[config.mk]
export PLATFORM = sky130hd
export DESIGN_NAME = gated_ring_tdc
export DESIGN_NICKNAME = d
export VERILOG_FILES = /design/src/rtl/tdc_pkg.sv /design/src/rtl/tdc_timing.sv /design/src/rtl/tdc_meas_cell.sv /design/src/rtl/tdc_sum_tree.sv /design/src/rtl/gated_ring_tdc.sv
export SDC_FILE = /design/constraint.sdc
export NUM_CORES = 1
export LEC_CHECK = 0
export BUFFER_PORTS_ARGS = -buffer_cell sky130_fd_sc_hd__buf_2
export CORE_MARGIN = 1
export CORE_UTILIZATION = 38
export DETAILED_ROUTE_END_ITERATION = 8
export PLACE_DENSITY_LB_ADDON = 0.12
export SETUP_SLACK_MARGIN = 0.15
export SLEW_MARGIN = 5
export SYNTH_ARGS = -nofsm -noshare
export SYNTH_HDL_FRONTEND = slang
export SYNTH_SLANG_ARGS = --single-unit
[constraint.sdc]
create_clock -name clk_i -period 17.1 [get_ports clk_i]
set_input_delay 5.13 -clock clk_i [delete_from_list [all_inputs] [get_ports clk_i]]
set_output_delay 5.13 -clock clk_i [all_outputs]
set_load 0.02 [all_outputs]
[src/rtl/tdc_pkg.sv]
package tdc_pkg;
  typedef enum logic [1:0] {
    ST_IDLE   = 2'd0,
    ST_RUN    = 2'd1,
    ST_SETTLE = 2'd2
  } tdc_state_e;

  // number of ring stages routed to cell c under round-robin assignment
  function automatic int cell_taps(input int nstage, input int ncell, input int c);
    return (nstage - c + ncell - 1) / ncell;
  endfunction
endpackage

[src/rtl/tdc_timing.sv]
module tdc_timing
  import tdc_pkg::*;
#(
  parameter int RUN_MAX  = 1500,
  parameter int SETTLE_W = 4
) (
  input  logic                clk_i,
  input  logic                rst_ni,
  input  logic                start_i,
  input  logic                stop_i,
  input  logic [SETTLE_W-1:0] settle_i,
  output logic                ring_en_o,
  output logic                sample_o,
  output logic                ovr_o
);
  localparam int RUN_W = $clog2(RUN_MAX);

  tdc_state_e          state_q;
  logic [RUN_W-1:0]    run_cnt_q;
  logic [SETTLE_W-1:0] set_cnt_q;
  logic                ovr_q;

  always_ff @(posedge clk_i or negedge rst_ni) begin
    if (!rst_ni) begin
      state_q   <= ST_IDLE;
      run_cnt_q <= '0;
      set_cnt_q <= '0;
      ovr_q     <= 1'b0;
    end else begin
      case (state_q)
        ST_IDLE: if (start_i) begin
          state_q   <= ST_RUN;
          run_cnt_q <= '0;
          ovr_q     <= 1'b0;
        end
        ST_RUN: begin
          if (stop_i) begin
            state_q   <= ST_SETTLE;
            set_cnt_q <= '0;
          end else if (run_cnt_q == RUN_W'(RUN_MAX - 1)) begin
            state_q   <= ST_SETTLE;
            set_cnt_q <= '0;
            ovr_q     <= 1'b1;
          end else begin
            run_cnt_q <= run_cnt_q + 1'b1;
          end
        end
        ST_SETTLE: begin
          if (set_cnt_q == settle_i) state_q <= ST_IDLE;
          else set_cnt_q <= set_cnt_q + 1'b1;
        end
        default: state_q <= ST_IDLE;
      endcase
    end
  end

  assign ring_en_o = (state_q == ST_RUN);
  assign sample_o  = (state_q == ST_SETTLE) && (set_cnt_q == settle_i);
  assign ovr_o     = ovr_q;

  AST_EN_NEEDS_START: assert property (@(posedge clk_i) disable iff (!rst_ni)
    $rose(ring_en_o) |-> $past(start_i));
  AST_RUN_BOUNDED: assert property (@(posedge clk_i) disable iff (!rst_ni)
    ring_en_o |-> (run_cnt_q < RUN_W'(RUN_MAX)));
  AST_STROBE_PULSE: assert property (@(posedge clk_i) disable iff (!rst_ni)
    sample_o |=> !sample_o);
  AST_STROBE_FROZEN: assert property (@(posedge clk_i) disable iff (!rst_ni)
    sample_o |-> !ring_en_o);
endmodule

[src/rtl/tdc_meas_cell.sv]
module tdc_meas_cell #(
  parameter int M = 7,
  parameter int W = 11
) (
  input  logic         clk_i,
  input  logic         rst_ni,
  input  logic [M-1:0] stages_i,
  input  logic         sample_i,
  output logic [W-1:0] delta_o,
  output logic         valid_o
);
  localparam int PHASES = 2 * M;
  localparam int FW     = $clog2(PHASES + 1);
  localparam logic [W-1:0] PHASE_W = W'(PHASES);

  logic [M-1:0]  ring_q, ring_qq;
  logic [W-1:0]  coarse_q, coarse_now, total, prev_q;
  logic [FW-1:0] pop, fine;
  logic          last_fall;

  always_ff @(posedge clk_i or negedge rst_ni) begin
    if (!rst_ni) begin
      ring_q  <= '0;
      ring_qq <= '0;
    end else begin
      ring_q  <= stages_i;
      ring_qq <= ring_q;
    end
  end

  // wrap marker: the last stage of the cell falls as the local phase returns to 0
  assign last_fall  = ring_qq[M-1] & ~ring_q[M-1];
  assign coarse_now = coarse_q + W'(last_fall);

  always_comb begin
    pop = '0;
    for (int j = 0; j < M; j++) pop = pop + FW'(ring_q[j]);
  end

  // rising half: first stage high; falling half: first stage already low
  always_comb begin
    if (ring_q[0])      fine = pop;
    else if (pop == '0) fine = '0;
    else                fine = FW'(PHASES) - pop;
  end

  assign total = coarse_now * PHASE_W + W'(fine);

  always_ff @(posedge clk_i or negedge rst_ni) begin
    if (!rst_ni) begin
      coarse_q <= '0;
      prev_q   <= '0;
      delta_o  <= '0;
      valid_o  <= 1'b0;
    end else begin
      coarse_q <= coarse_now;
      valid_o  <= sample_i;
      if (sample_i) begin
        prev_q  <= total;
        delta_o <= total - prev_q;
      end
    end
  end

  AST_ONE_MOVER: assert property (@(posedge clk_i) disable iff (!rst_ni)
    $countones(ring_q ^ ring_qq) <= 1);
  AST_FINE_RANGE: assert property (@(posedge clk_i) disable iff (!rst_ni)
    fine < FW'(PHASES));
endmodule

[src/rtl/tdc_sum_tree.sv]
module tdc_sum_tree #(
  parameter int N = 7,
  parameter int W = 11
) (
  input  logic           clk_i,
  input  logic           rst_ni,
  input  logic [N*W-1:0] terms_i,
  input  logic           valid_i,
  input  logic           tag_i,
  output logic [W-1:0]   sum_o,
  output logic           valid_o,
  output logic           tag_o
);
  localparam int LEVELS = $clog2(N);
  localparam int LEAVES = 1 << LEVELS;

  logic [W-1:0]      node [1:2*LEAVES-1];
  logic [LEVELS-1:0] vld_pipe, tag_pipe;

  for (genvar i = 0; i < LEAVES; i++) begin : g_leaf
    if (i < N) begin : g_used
      assign node[LEAVES+i] = terms_i[i*W +: W];
    end else begin : g_pad
      assign node[LEAVES+i] = '0;
    end
  end

  for (genvar i = 1; i < LEAVES; i++) begin : g_add
    always_ff @(posedge clk_i or negedge rst_ni) begin
      if (!rst_ni) node[i] <= '0;
      else         node[i] <= node[2*i] + node[2*i+1];
    end
  end

  always_ff @(posedge clk_i or negedge rst_ni) begin
    if (!rst_ni) begin
      vld_pipe <= '0;
      tag_pipe <= '0;
    end else begin
      vld_pipe <= {vld_pipe[LEVELS-2:0], valid_i};
      tag_pipe <= {tag_pipe[LEVELS-2:0], valid_i & tag_i};
    end
  end

  assign sum_o   = node[1];
  assign valid_o = vld_pipe[LEVELS-1];
  assign tag_o   = tag_pipe[LEVELS-1];

  AST_OUT_PULSE: assert property (@(posedge clk_i) disable iff (!rst_ni)
    valid_o |=> !valid_o);
  AST_TAG_QUALIFIED: assert property (@(posedge clk_i) disable iff (!rst_ni)
    tag_o |-> valid_o);
endmodule

[src/rtl/gated_ring_tdc.sv]
module gated_ring_tdc
  import tdc_pkg::*;
#(
  parameter int NSTAGE   = 47,
  parameter int NCELL    = 7,
  parameter int RES_W    = 11,
  parameter int RUN_MAX  = 1500,
  parameter int SETTLE_W = 4
) (
  input  logic                clk_i,
  input  logic                rst_ni,
  input  logic                start_i,
  input  logic                stop_i,
  input  logic [SETTLE_W-1:0] settle_i,
  input  logic [NSTAGE-1:0]   ring_i,
  output logic                ring_en_o,
  output logic [RES_W-1:0]    result_o,
  output logic                valid_o,
  output logic                overrange_o
);
  logic                   sample, ovr;
  logic [NCELL*RES_W-1:0] deltas;
  logic [NCELL-1:0]       cell_vld;

  tdc_timing #(.RUN_MAX(RUN_MAX), .SETTLE_W(SETTLE_W)) u_timing (
    .clk_i    (clk_i),
    .rst_ni   (rst_ni),
    .start_i  (start_i),
    .stop_i   (stop_i),
    .settle_i (settle_i),
    .ring_en_o(ring_en_o),
    .sample_o (sample),
    .ovr_o    (ovr)
  );

  for (genvar c = 0; c < NCELL; c++) begin : g_cell
    localparam int M = cell_taps(NSTAGE, NCELL, c);
    logic [M-1:0]     taps;
    logic [RES_W-1:0] delta;
    for (genvar j = 0; j < M; j++) begin : g_tap
      assign taps[j] = ring_i[c + NCELL*j];
    end
    tdc_meas_cell #(.M(M), .W(RES_W)) u_cell (
      .clk_i   (clk_i),
      .rst_ni  (rst_ni),
      .stages_i(taps),
      .sample_i(sample),
      .delta_o (delta),
      .valid_o (cell_vld[c])
    );
    assign deltas[c*RES_W +: RES_W] = delta;
  end

  tdc_sum_tree #(.N(NCELL), .W(RES_W)) u_tree (
    .clk_i  (clk_i),
    .rst_ni (rst_ni),
    .terms_i(deltas),
    .valid_i(&cell_vld),
    .tag_i  (ovr),
    .sum_o  (result_o),
    .valid_o(valid_o),
    .tag_o  (overrange_o)
  );

  AST_CELLS_LOCKSTEP: assert property (@(posedge clk_i) disable iff (!rst_ni)
    (|cell_vld) |-> (&cell_vld));
  AST_NO_RESULT_WHILE_OPEN: assert property (@(posedge clk_i) disable iff (!rst_ni)
    (|cell_vld) |-> !ring_en_o);
endmodule

==> results of run 1 <==
flip-flops by register name, summed over array words and instances (netlist names), 4 cells and up:
register                count
g_cell.u_cell.prev_q       77
u_tree.sum_o               11
g_cell.u_cell.ring_qq       7
u_timing.run_cnt_q         11
g_cell.u_cell.delta_o      77
g_cell.u_cell.coarse_q     68
u_tree.node                66
g_cell.u_cell.ring_q       47
u_timing.set_cnt_q          4
worst paths after layout:
path                                            startpoint                            to  cells past startpoint
worst max register to register  g_cell[1].u_cell.ring_q[0]  g_cell[1].u_cell.delta_o[10]                     26
worst max-delay path                           settle_i[3]    g_cell[4].u_cell.prev_q[9]                      7
worst min-delay path                    u_tree.tag_pipe[0]            u_tree.tag_pipe[1]                      0
max in group asynchronous                           rst_ni   g_cell[1].u_cell.delta_o[2]                      3
worst min register to register          u_tree.tag_pipe[0]            u_tree.tag_pipe[1]                      0
min in group asynchronous                           rst_ni    g_cell[5].u_cell.ring_q[5]                      1
layout make-up:
type	instances	area, µm²	area share, %
flip-flops and latches	378	9460	35.0
inverters	307	1150	4.27
repair buffers	73	400	1.48
clock buffers	69	1400	5.18
clock inverters	13	119	0.440
multi-input cells	1743	13400	49.7
well taps	846	1060	3.92
layout by cell type (no fill, tap or decap), types with 7 or more instances in the layout:
master,synthesis,layout
xnor2_1,145,145
and4_1,9,9
a31oi_1,12,12
clkbuf_16,0,49
nand4_1,9,9
fa_1,83,83
clkbuf_1,28,10
o21a_1,7,7
o21bai_1,18,18
nand2b_1,21,21
xor2_1,122,122
nand2_1,257,256
nor3_1,25,25
inv_1,307,306
o21ai_0,208,208
a211oi_1,22,22
a21oi_1,110,110
and2_1,12,12
dfrtp_1,378,378
buf_2,7,67
a21o_1,58,58
ha_1,253,253
clkbuf_8,0,10
and3_1,12,12
o31ai_1,25,25
nand3_1,59,59
nor2b_1,32,32
a21boi_0,17,17
clkinv_2,0,11
or4_1,10,10
nor2_1,117,117
logic make-up after synthesis:
logic type / count (synthesis)
multiplexers: 8
AND/OR/NAND/NOR: 598
adder cells (fa/ha/maj): 336
AO/OA/AOI/OAI: 524
buffers and inverters: 356
flip-flops: 378
XOR/XNOR: 277
routing by layer:
metal / GRT usage, % / vias to the layer above / wire (µm)
met3: 2.75 / 56 / 1500
met2: 23.8 / 126 / 20400
met1: 19.6 / 7636 / 22200
met5: 0 / - / 0
met4: 3.59 / 0 / 769
li1: - / 8445 / -
metrics by stage:
stage	hold WS, ns	std cells	setup WS, ns	utilization [%]	area [µm²]
floorplan	0.331	2477	10.49	-	24300
CTS	0.349	3429	9.22	42.9	27000
finish	0.346	3429	9.27	42.9	27000
detailed placement	0.336	3347	8.59	40.5	25500
global route	0.350	3429	8.92	42.9	27000
global placement	0.331	3347	8.63	40.5	25500
==> summary.txt, run 1 <==
Timing
  • Final Critical Period: 7.83 ns
  • Skew final: 0.0143 ns
  • Final setup viols: 0
  • Fin. Hold Viols: 0
  • Setup TNS: 0 ns
  • Final Cycle Share: 45.8%
  • RSZ-0062 raised after global routing: false
  • Max Slew Vio Count: 0
  • Fmax: 128 MHz
  • Worst-Margin Slew: 1.00 ns
  • Worst relative slew slack: 33.1%

Final layout
  • Final nets: 2,942
  • Filler cells: 6,196
  • Area growth syn-to-layout: 11.3%
  • Fraction of layout cells with a size suffix above 1: 6.66%
  • # diodes: 0

Global routing
  • First-pass GRT wire length: 78,100 µm
  • Grt total ovfl: 0
  • Initial antenna violation count: 0
  • Largest net degree at the start of global routing: 137
  • GRT Total Usage: 14.5%
  • Vias in the first global route: 16,400

Synth
  • Synth top area share: 38.9%
  • Yosys top cell by area: dfrtp_1
  • Synth warn: 0
  • Synth Net Count: 2,868
  • Synth async-reset ratio: 100%
  • Main combinational cell family by area after synthesis: adder cells
  • Synth cell count leaders: dfrtp_1, inv_1, nand2_1
  • Number of flops mapped to enable cells by yosys: 0
  • Most frequent cell after synthesis: dfrtp_1
  • Synth Area in Compound Gates: 13.1%
  • Synth Flop Type: dfrtp_1
  • Cells after Synth: 2,477
  • Adder-cell share of the synthesized area: 19.9%
  • Post-synthesis simple-gate area fraction: 11.6%
  • Top post-synthesis cells by area: dfrtp_1, ha_1, fa_1
  • Cell area after synthesis: 24,300 µm²
  • XOR/XNOR Fraction of Synth Area: 10.5%
  • Syn Area/Cell: 9.81 µm²
  • Synth unique cells: 72
  • Mux contribution to synthesized area: 0.340%
  • Sequential cell area fraction in the yosys report: 38.9%
  • Register bit count reported by yosys: 378

Floorplan
  • Ports: 69
  • Die Span Y: 255 µm
  • Placeable Area: 63,100 µm²
  • Initial Util: 38.5%
  • Row count: 92
  • Die area: 64,900 µm²
  • Die X: 255 µm

Critical path
  • Crit-path slowest cell: clkinv_2
  • CP max FO: 90
  • Worst path bufs/invs: 3
  • Slowest Stage Delay on Critical Path: 1.01 ns
  • Critical Path RT: 17.56 ns
  • Setup CP Type: primary input to flip-flop
  • Critical path arrival: 8.29 ns
  • CP top delay family: buffers and inverters
  • Crit-path cells: buf_2 -> xnor2_1 -> and4_1 -> nand2_4 -> clkinv_2 -> buf_4 -> mux2_2
  • Setup slack, reg-to-reg: 10.45 ns
  • Setup crit end kind: flip-flop
  • Critical path startpoint category: primary input

Clocking
  • CTS buffer count: 48
  • Clock Tree Root: clkbuf_16
  • Clock Path Buffers: 3
  • # clock sinks: 378
  • # hold bufs at CTS: 0
  • Worst-path clk slew: 0.05 ns
  • Clk Latency, worst-skew pair: 0.58 ns
  • H-tree levels: 2
  • Post-CTS sizing: 0
  • Setup Buffers After CTS: 0
  • CTS tree: built

Route
  • Final WL: 44,800 µm
  • Remaining antenna violation count after routing: 0
  • Via Count: 16,300
  • Pre-Repair DR Iteration Count: 5
  • Vias/cell: 4.74
  • DR WL/cell: 13.1 µm
  • DRT iter0 DRCs: 585
  • DR DRC count: 0

Placement
  • Placer Congestion: 0.752
  • DP Wirelength: 33,000 µm
  • Port Buffers: 68

Job
  • Max-cap violation count: 0

Outcome
  • Outcome: finished, final reports clean

Min path
  • Tightest Hold Check Type: flip-flop to flip-flop
Power of run 1 is left out: the tool's default activity adds up to more than one toggle a clock period on the data nets, which glitch-free logic cannot reach.
==> run 2: changes to the inputs <==
clock period = 8.2 ns   (was 17.1 ns; I/O delays follow)
==> run 2 against run 1 <==
Flip-flop and latch count unchanged. Cell area increased by 0.55%. Global-route usage about the same. Critical endpoint is now g_cell[1].u_cell.delta_o[10]. Non-clock buffer count unchanged. Hold slack worse by 0.00099 ns. Count of clock-buffer cells in the layout grew 3. Final cell count up 0.15%. Routed wire length fell by 0.13%. Clock skew rose by 0.00083 ns. Via count increased by 0.64%. Utilization increased by 0.24 points.
==> summary.txt, run 2 (synthesis gave the netlist of run 1 again) <==
Route
  • DR WL/cell: 13.0 µm (-0.27%)
  • DRT iter0 DRCs: 684 (+17%)
  • DR DRC count: 0 (unchanged)
  • Final WL: 44,800 µm (-0.13%)
  • Remaining antenna violation count after routing: 0 (unchanged)
  • Via Count: 16,400 (+0.64%)
  • Pre-Repair DR Iteration Count: 4 (-1)
  • Vias/cell: 4.77 (+0.49%)

Critical path
  • Crit-path slowest cell: a2111oi_0
  • Worst path bufs/invs: 4 (+1)
  • Slowest Stage Delay on Critical Path: 0.65 ns (-0.36 ns)
  • Setup crit end kind: flip-flop
  • Critical Path RT: 8.64 ns (-8.92 ns)
  • Critical path startpoint category: flip-flop
  • CP max FO: 6 (-93%)
  • Critical path arrival: 7.00 ns (-1.29 ns)
  • Crit path top cell by count: ha_1
  • CP top delay family: adder cells
  • Setup CP Type: flip-flop to flip-flop

Global routing
  • Initial antenna violation count: 0 (unchanged)
  • GRT Total Usage: 14.5% (+0.016 points)
  • Largest net degree at the start of global routing: 152 (+11%)
  • Grt total ovfl: 0 (unchanged)
  • First-pass GRT wire length: 78,600 µm (+0.63%)
  • Vias in the first global route: 16,700 (+1.7%)

Floorplan
  • Row count: 92 (unchanged)
  • Die Span Y: 255 µm (unchanged)
  • Placeable Area: 63,100 µm² (unchanged)
  • Die X: 255 µm (unchanged)
  • Ports: 69 (unchanged)
  • Die area: 64,900 µm² (unchanged)
  • Initial Util: 38.5% (unchanged)

Clocking
  • CTS buffer count: 47 (-2.1%)
  • # clock sinks: 378 (unchanged)
  • Worst-path clk slew: 0.06 ns (about the same)
  • Clock Path Buffers: 3 (unchanged)
  • H-tree levels: 2 (unchanged)
  • Clock Tree Root: clkbuf_16
  • Setup Buffers After CTS: 0 (unchanged)
  • Clk Latency, worst-skew pair: 0.59 ns (about the same)
  • Post-CTS sizing: 0 (unchanged)
  • # hold bufs at CTS: 0 (unchanged)
  • CTS tree: built

Timing
  • Fin. Hold Viols: 0 (unchanged)
  • Worst-Margin Slew: 0.952 ns (-0.0518 ns)
  • Max Slew Vio Count: 0 (unchanged)
  • Final Critical Period: 6.56 ns
  • Final setup viols: 0 (unchanged)
  • Fmax: 152 MHz
  • RSZ-0062 raised after global routing: false
  • Final Cycle Share: 80.0%
  • Skew final: 0.0151 ns (+0.000828 ns)
  • Setup TNS: 0 ns (unchanged)
  • Worst relative slew slack: 36.5% (+3.4 points)

Placement
  • DP Wirelength: 33,300 µm (+1.1%)
  • Placer Congestion: 0.809 (+7.6%)
  • Port Buffers: 68 (unchanged)

Final layout
  • Filler cells: 6,166 (-0.48%)
  • Final nets: 2,941 (-0.034%)
  • Most frequent cells in the layout: dfrtp_1, inv_1, nand2_1, ha_1, o21ai_0
  • Fraction of layout cells with a size suffix above 1: 7.03% (+0.37 points)
  • Reg area: 9460 µm² (unchanged)
  • # diodes: 0 (unchanged)
  • Multi-input gate area: 13,400 µm² (unchanged)
  • Area growth syn-to-layout: 11.9%
  • Most common cell after layout, fill and taps aside: dfrtp_1
  • Regs by FF count: g_cell.u_cell.delta_o: 77 flops, g_cell.u_cell.prev_q: 77 flops, g_cell.u_cell.coarse_q: 68 flops

Outcome
  • Outcome: finished, final reports clean

Job
  • Max-cap violation count: 0 (unchanged)

Min path
  • Tightest Hold Check Type: flip-flop to flip-flop
-- run 2: cell types whose count changed in the layout (fill, tap and decap cells not counted), sizes merged --
cell	change
clkinvlp	+1
inv	+1
clkinv	-1
clkbuf	+3
bufinv	+1
-- run 2: worst reg2reg max path, cell delays in order, from the launching register on --
cell and delay, ns:
dfrtp_1 0.44, ha_1 0.32, inv_1 0.06, fa_1 0.42, fa_1 0.49, inv_1 0.04, ha_1 0.20, fa_1 0.50
inv_1 0.09, ha_1 0.14, inv_1 0.05, a2111oi_0 0.65, nor2_1 0.12, ha_1 0.23, fa_1 0.41, a21o_1 0.17
nand2_1 0.09, and3b_1 0.20, xor2_1 0.18, ha_1 0.36, a21o_1 0.21, nand2b_1 0.15, and3_1 0.18, a221oi_1 0.31
xor2_1 0.20, xnor2_1 0.13, o21ai_0 0.08
-- run 2: per-layer routing --
layer / up-vias / track usage [%] / share of wire (%)
met4: 0 / 3.87 / 2.1
met5: - / 0 / 0
met2: 137 / 23.5 / 45
met3: 61 / 2.62 / 3.1
li1: 8443 / - / -
met1: 7726 / 19.8 / 50
-- run 2: worst paths after layout --
path / start / endpoint / slack (ns) / depth (start not counted)
max in group asynchronous: rst_ni / g_cell[1].u_cell.prev_q[2] / 5.04 / 2
setup / recovery: g_cell[1].u_cell.ring_q[0] / g_cell[1].u_cell.delta_o[10] / 1.64 / 26
min in group asynchronous: rst_ni / g_cell[5].u_cell.coarse_q[6] / 1.84 / 1
setup reg to reg: g_cell[1].u_cell.ring_q[0] / g_cell[1].u_cell.delta_o[10] / 1.64 / 26
hold / removal: u_tree.vld_pipe[0] / u_tree.vld_pipe[1] / 0.34 / 0
hold reg to reg: u_tree.vld_pipe[0] / u_tree.vld_pipe[1] / 0.34 / 0
-- run 2: cell type report --
cell class | count | area share (%)
clock buffer | 72 | 5.45
multi-input combinational | 1743 | 49.5
sequential | 378 | 34.8
tap | 846 | 3.89
clock inverter | 15 | 0.644
timing repair buffer | 73 | 1.52
inverter | 307 | 4.24
-- run 2: per-stage QoR --
stage	utilization [%]	hold WS (ns)	area [µm²]	worst slack [ns]	std cells
after floorplan	-	0.331	24300	2.14	2477
after global placement	40.5	0.331	25500	1.82	3347
after detailed placement	40.5	0.335	25500	1.64	3347
after CTS	43.1	0.347	27200	1.62	3434
after global routing	43.1	0.351	27200	1.17	3434
final	43.1	0.345	27200	1.64	3434
Power of run 2 is left out for the same reason.
==> run 3: changes to the inputs <==
ABC_AREA = 1   (was not set)
clock period = 6.8 ns   (was 8.2 ns; I/O delays follow)
==> run 3 against run 2 <==
Fmax rose by 8.6%. Synthesized area rose by 5.7%. Final cell count rose by 19%. Global-route usage rose by 1.0 points. Highest routed layer unchanged.
==> summary.txt, run 3 <==
Critical path
  • Setup crit end kind: flip-flop
  • Critical path arrival: 6.50 ns (-0.50 ns)
  • Crit-path slowest cell: fa_1
  • Critical Path RT: 7.26 ns (-1.38 ns)
  • Critical path startpoint category: flip-flop
  • Slowest Stage Delay on Critical Path: 0.51 ns (-0.14 ns)
  • Setup CP Type: flip-flop to flip-flop
  • CP max FO: 6 (unchanged)

Timing
  • RSZ-0062 raised after global routing: false
  • Final setup viols: 0 (unchanged)
  • Fin. Hold Viols: 0 (unchanged)
  • Setup TNS: 0 ns (unchanged)
  • Max Slew Vio Count: 0 (unchanged)
  • Worst-Margin Slew: 0.927 ns (-0.0249 ns)
  • Final Critical Period: 6.04 ns (-0.517 ns)
  • Fmax: 165 MHz (+8.6%)
  • Worst relative slew slack: 38.2% (+1.7 points)
  • Final Cycle Share: 88.9% (+8.9 points)
  • Skew final: 0.0146 ns (-0.000437 ns)

Min path
  • Tightest Hold Check Type: flip-flop to flip-flop

Route
  • DR DRC count: 0 (unchanged)
  • Remaining antenna violation count after routing: 0 (unchanged)
  • Pre-Repair DR Iteration Count: 5 (+1)
  • Via Count: 19,500 (+19%)
  • Final WL: 51,000 µm (+14%)
  • DR WL/cell: 12.5 µm (-4.1%)
  • Vias/cell: 4.77 (+0.11%)
  • DRT iter0 DRCs: 797 (+17%)

Final layout
  • Final instance area: 28,700 µm² (+5.6%)
  • Filler cells: 6,603 (+7.1%)
  • Area growth syn-to-layout: 11.8%
  • Most frequent cells in the layout: nand2_1, inv_1, dfrtp_1, ha_1, nand3_1
  • Final Instance Count excl. Fillers: 4,078 (+19%)
  • Most common cell after layout, fill and taps aside: nand2_1
  • Finished Core Util: 43.3% (+0.16 points)
  • Final nets: 3,570 (+21%)
  • # diodes: 0 (unchanged)
  • Fraction of layout cells with a size suffix above 1: 5.85% (-1.2 points)
  • Regs by FF count: g_cell.u_cell.delta_o: 77 flops, g_cell.u_cell.prev_q: 77 flops, g_cell.u_cell.coarse_q: 68 flops

Placement
  • Placed insts: 3,994 (+19%)
  • Post-DP Area: 26,900 µm² (+5.5%)
  • DP Wirelength: 38,600 µm (+16%)
  • Port Buffers: 68 (unchanged)
  • Placer Congestion: 0.811 (+0.32%)

Synth
  • Most frequent cell after synthesis: nand2_1
  • Cells after Synth: 3,102 (+25%)
  • Synth async-reset ratio: 100% (unchanged)
  • Synth top area share: 36.9% (-2.1 points)
  • Synth Flop Type: dfrtp_1
  • Register bit count reported by yosys: 378 (unchanged)
  • Top post-synthesis cells by area: dfrtp_1, ha_1, nand2_1
  • Yosys top cell by area: dfrtp_1
  • Cell area after synthesis: 25,700 µm² (+5.7%)
  • Number of flops mapped to enable cells by yosys: 0 (unchanged)
  • Synth Net Count: 3,493 (+22%)
  • Sequential cell area fraction in the yosys report: 36.9% (-2.1 points)
  • Synth unique cells: 45 (-38%)
  • Syn Area/Cell: 8.27 µm² (-16%)
  • Synth cell count leaders: nand2_1, inv_1, dfrtp_1
  • Synth warn: 0 (unchanged)

Floorplan
  • Initial Util: 38.7% (+0.18 points)
  • Die X: 262 µm (+2.8%)
  • Row count: 94 (+2.2%)
  • Ports: 69 (unchanged)
  • Placeable Area: 66,300 µm² (+5.2%)
  • Die area: 68,600 µm² (+5.6%)
  • Die Span Y: 262 µm (+2.8%)

Clocking
  • Worst-path clk slew: 0.06 ns (about the same)
  • Setup Buffers After CTS: 0 (unchanged)
  • Clock Tree Root: clkbuf_16
  • CTS tree: built
  • H-tree levels: 2 (unchanged)
  • CTS buffer count: 47 (unchanged)
  • # clock sinks: 378 (unchanged)
  • Clock Path Buffers: 3 (unchanged)
  • Clk Latency, worst-skew pair: 0.58 ns (about the same)

Job
  • Max-cap violation count: 0 (unchanged)

Global routing
  • Vias in the first global route: 19,600 (+17%)
  • Initial antenna violation count: 0 (unchanged)
  • First-pass GRT wire length: 89,300 µm (+14%)
  • Grt total ovfl: 0 (unchanged)
  • GRT Total Usage: 15.5% (+1.0 points)
  • Largest net degree at the start of global routing: 164 (+7.9%)

Outcome
  • Outcome: finished, final reports clean
==> run 3: worst max-delay path: cells and delay by family (launching register included) <==
kind / cells / cell delay, ns
DFF: 1 / 0.44
adders and majority gates: 9 / 3.04
buffers and inverters: 6 / 0.38
and+or+nand+nor: 13 / 1.46
xor gates and xnor gates: 2 / 0.35
AOI/OAI and AO/OA: 1 / 0.24
==> run 3: metal layers <==
layer | GRT usage (%) | vias to the layer above | routed length [µm]
met3 | 2.00 | 72 | 1360
met4 | 4.73 | 0 | 1140
met2 | 27.0 | 186 | 23900
met5 | 0 | - | 0
met1 | 20.1 | 9074 | 24600
li1 | - | 10100 | -
==> run 3: worst paths after layout <==
path	slack, ns	cells past startpoint	startpoint	endpoint
setup / recovery	0.76	31	g_cell[1].u_cell.ring_q[0]	g_cell[1].u_cell.delta_o[10]
max in group asynchronous	3.93	2	rst_ni	g_cell[5].u_cell.ring_q[5]
hold reg to reg	0.35	0	u_tree.tag_pipe[0]	u_tree.tag_pipe[1]
min in group asynchronous	1.47	1	rst_ni	g_cell[0].u_cell.coarse_q[8]
setup reg to reg	0.76	31	g_cell[1].u_cell.ring_q[0]	g_cell[1].u_cell.delta_o[10]
hold / removal	0.35	0	u_tree.tag_pipe[0]	u_tree.tag_pipe[1]
==> run 3: cell type report <==
cell class	instances	area (µm²)	area share [%]
Clock buffer	56	1290	4.50
Clock inverter	28	453	1.58
Inverter	525	1970	6.88
Multi-Input combinational cell	2154	14000	48.8
Sequential cell	378	9460	33.0
Tap cell	864	1080	3.77
Timing Repair Buffer	73	425	1.48
==> run 3: cells by family (layout without fill, tap and decap cells) <==
family / after synthesis / after routing / share of synthesized area [%]
AOI/OAI and AO/OA: 445 / 445 / 9.28
xor gates and xnor gates: 203 / 203 / 6.99
adders and majority gates: 336 / 336 / 18.8
buffers and inverters: 570 / 682 / 8.60
DFF: 378 / 378 / 36.9
and+or+nand+nor: 1170 / 1170 / 19.5
==> run 3: through the flow <==
step / hold WS (ns) / setup WS (ns)
3_3_place_gp: 0.335 / 0.842
2_1_floorplan: 0.331 / 1.21
4_1_cts: 0.349 / 0.542
5_1_grt: 0.353 / 0.270
3_5_place_dp: 0.335 / 0.567
6_report: 0.346 / 0.757
==> run 3: timing repair <==
action | in CTS | in global routing
endpoints found under the setup margin | 0 | 1
hold buffers | 0 | 0
resized for setup | 0 | 2
Power of run 3 is left out for the same reason.
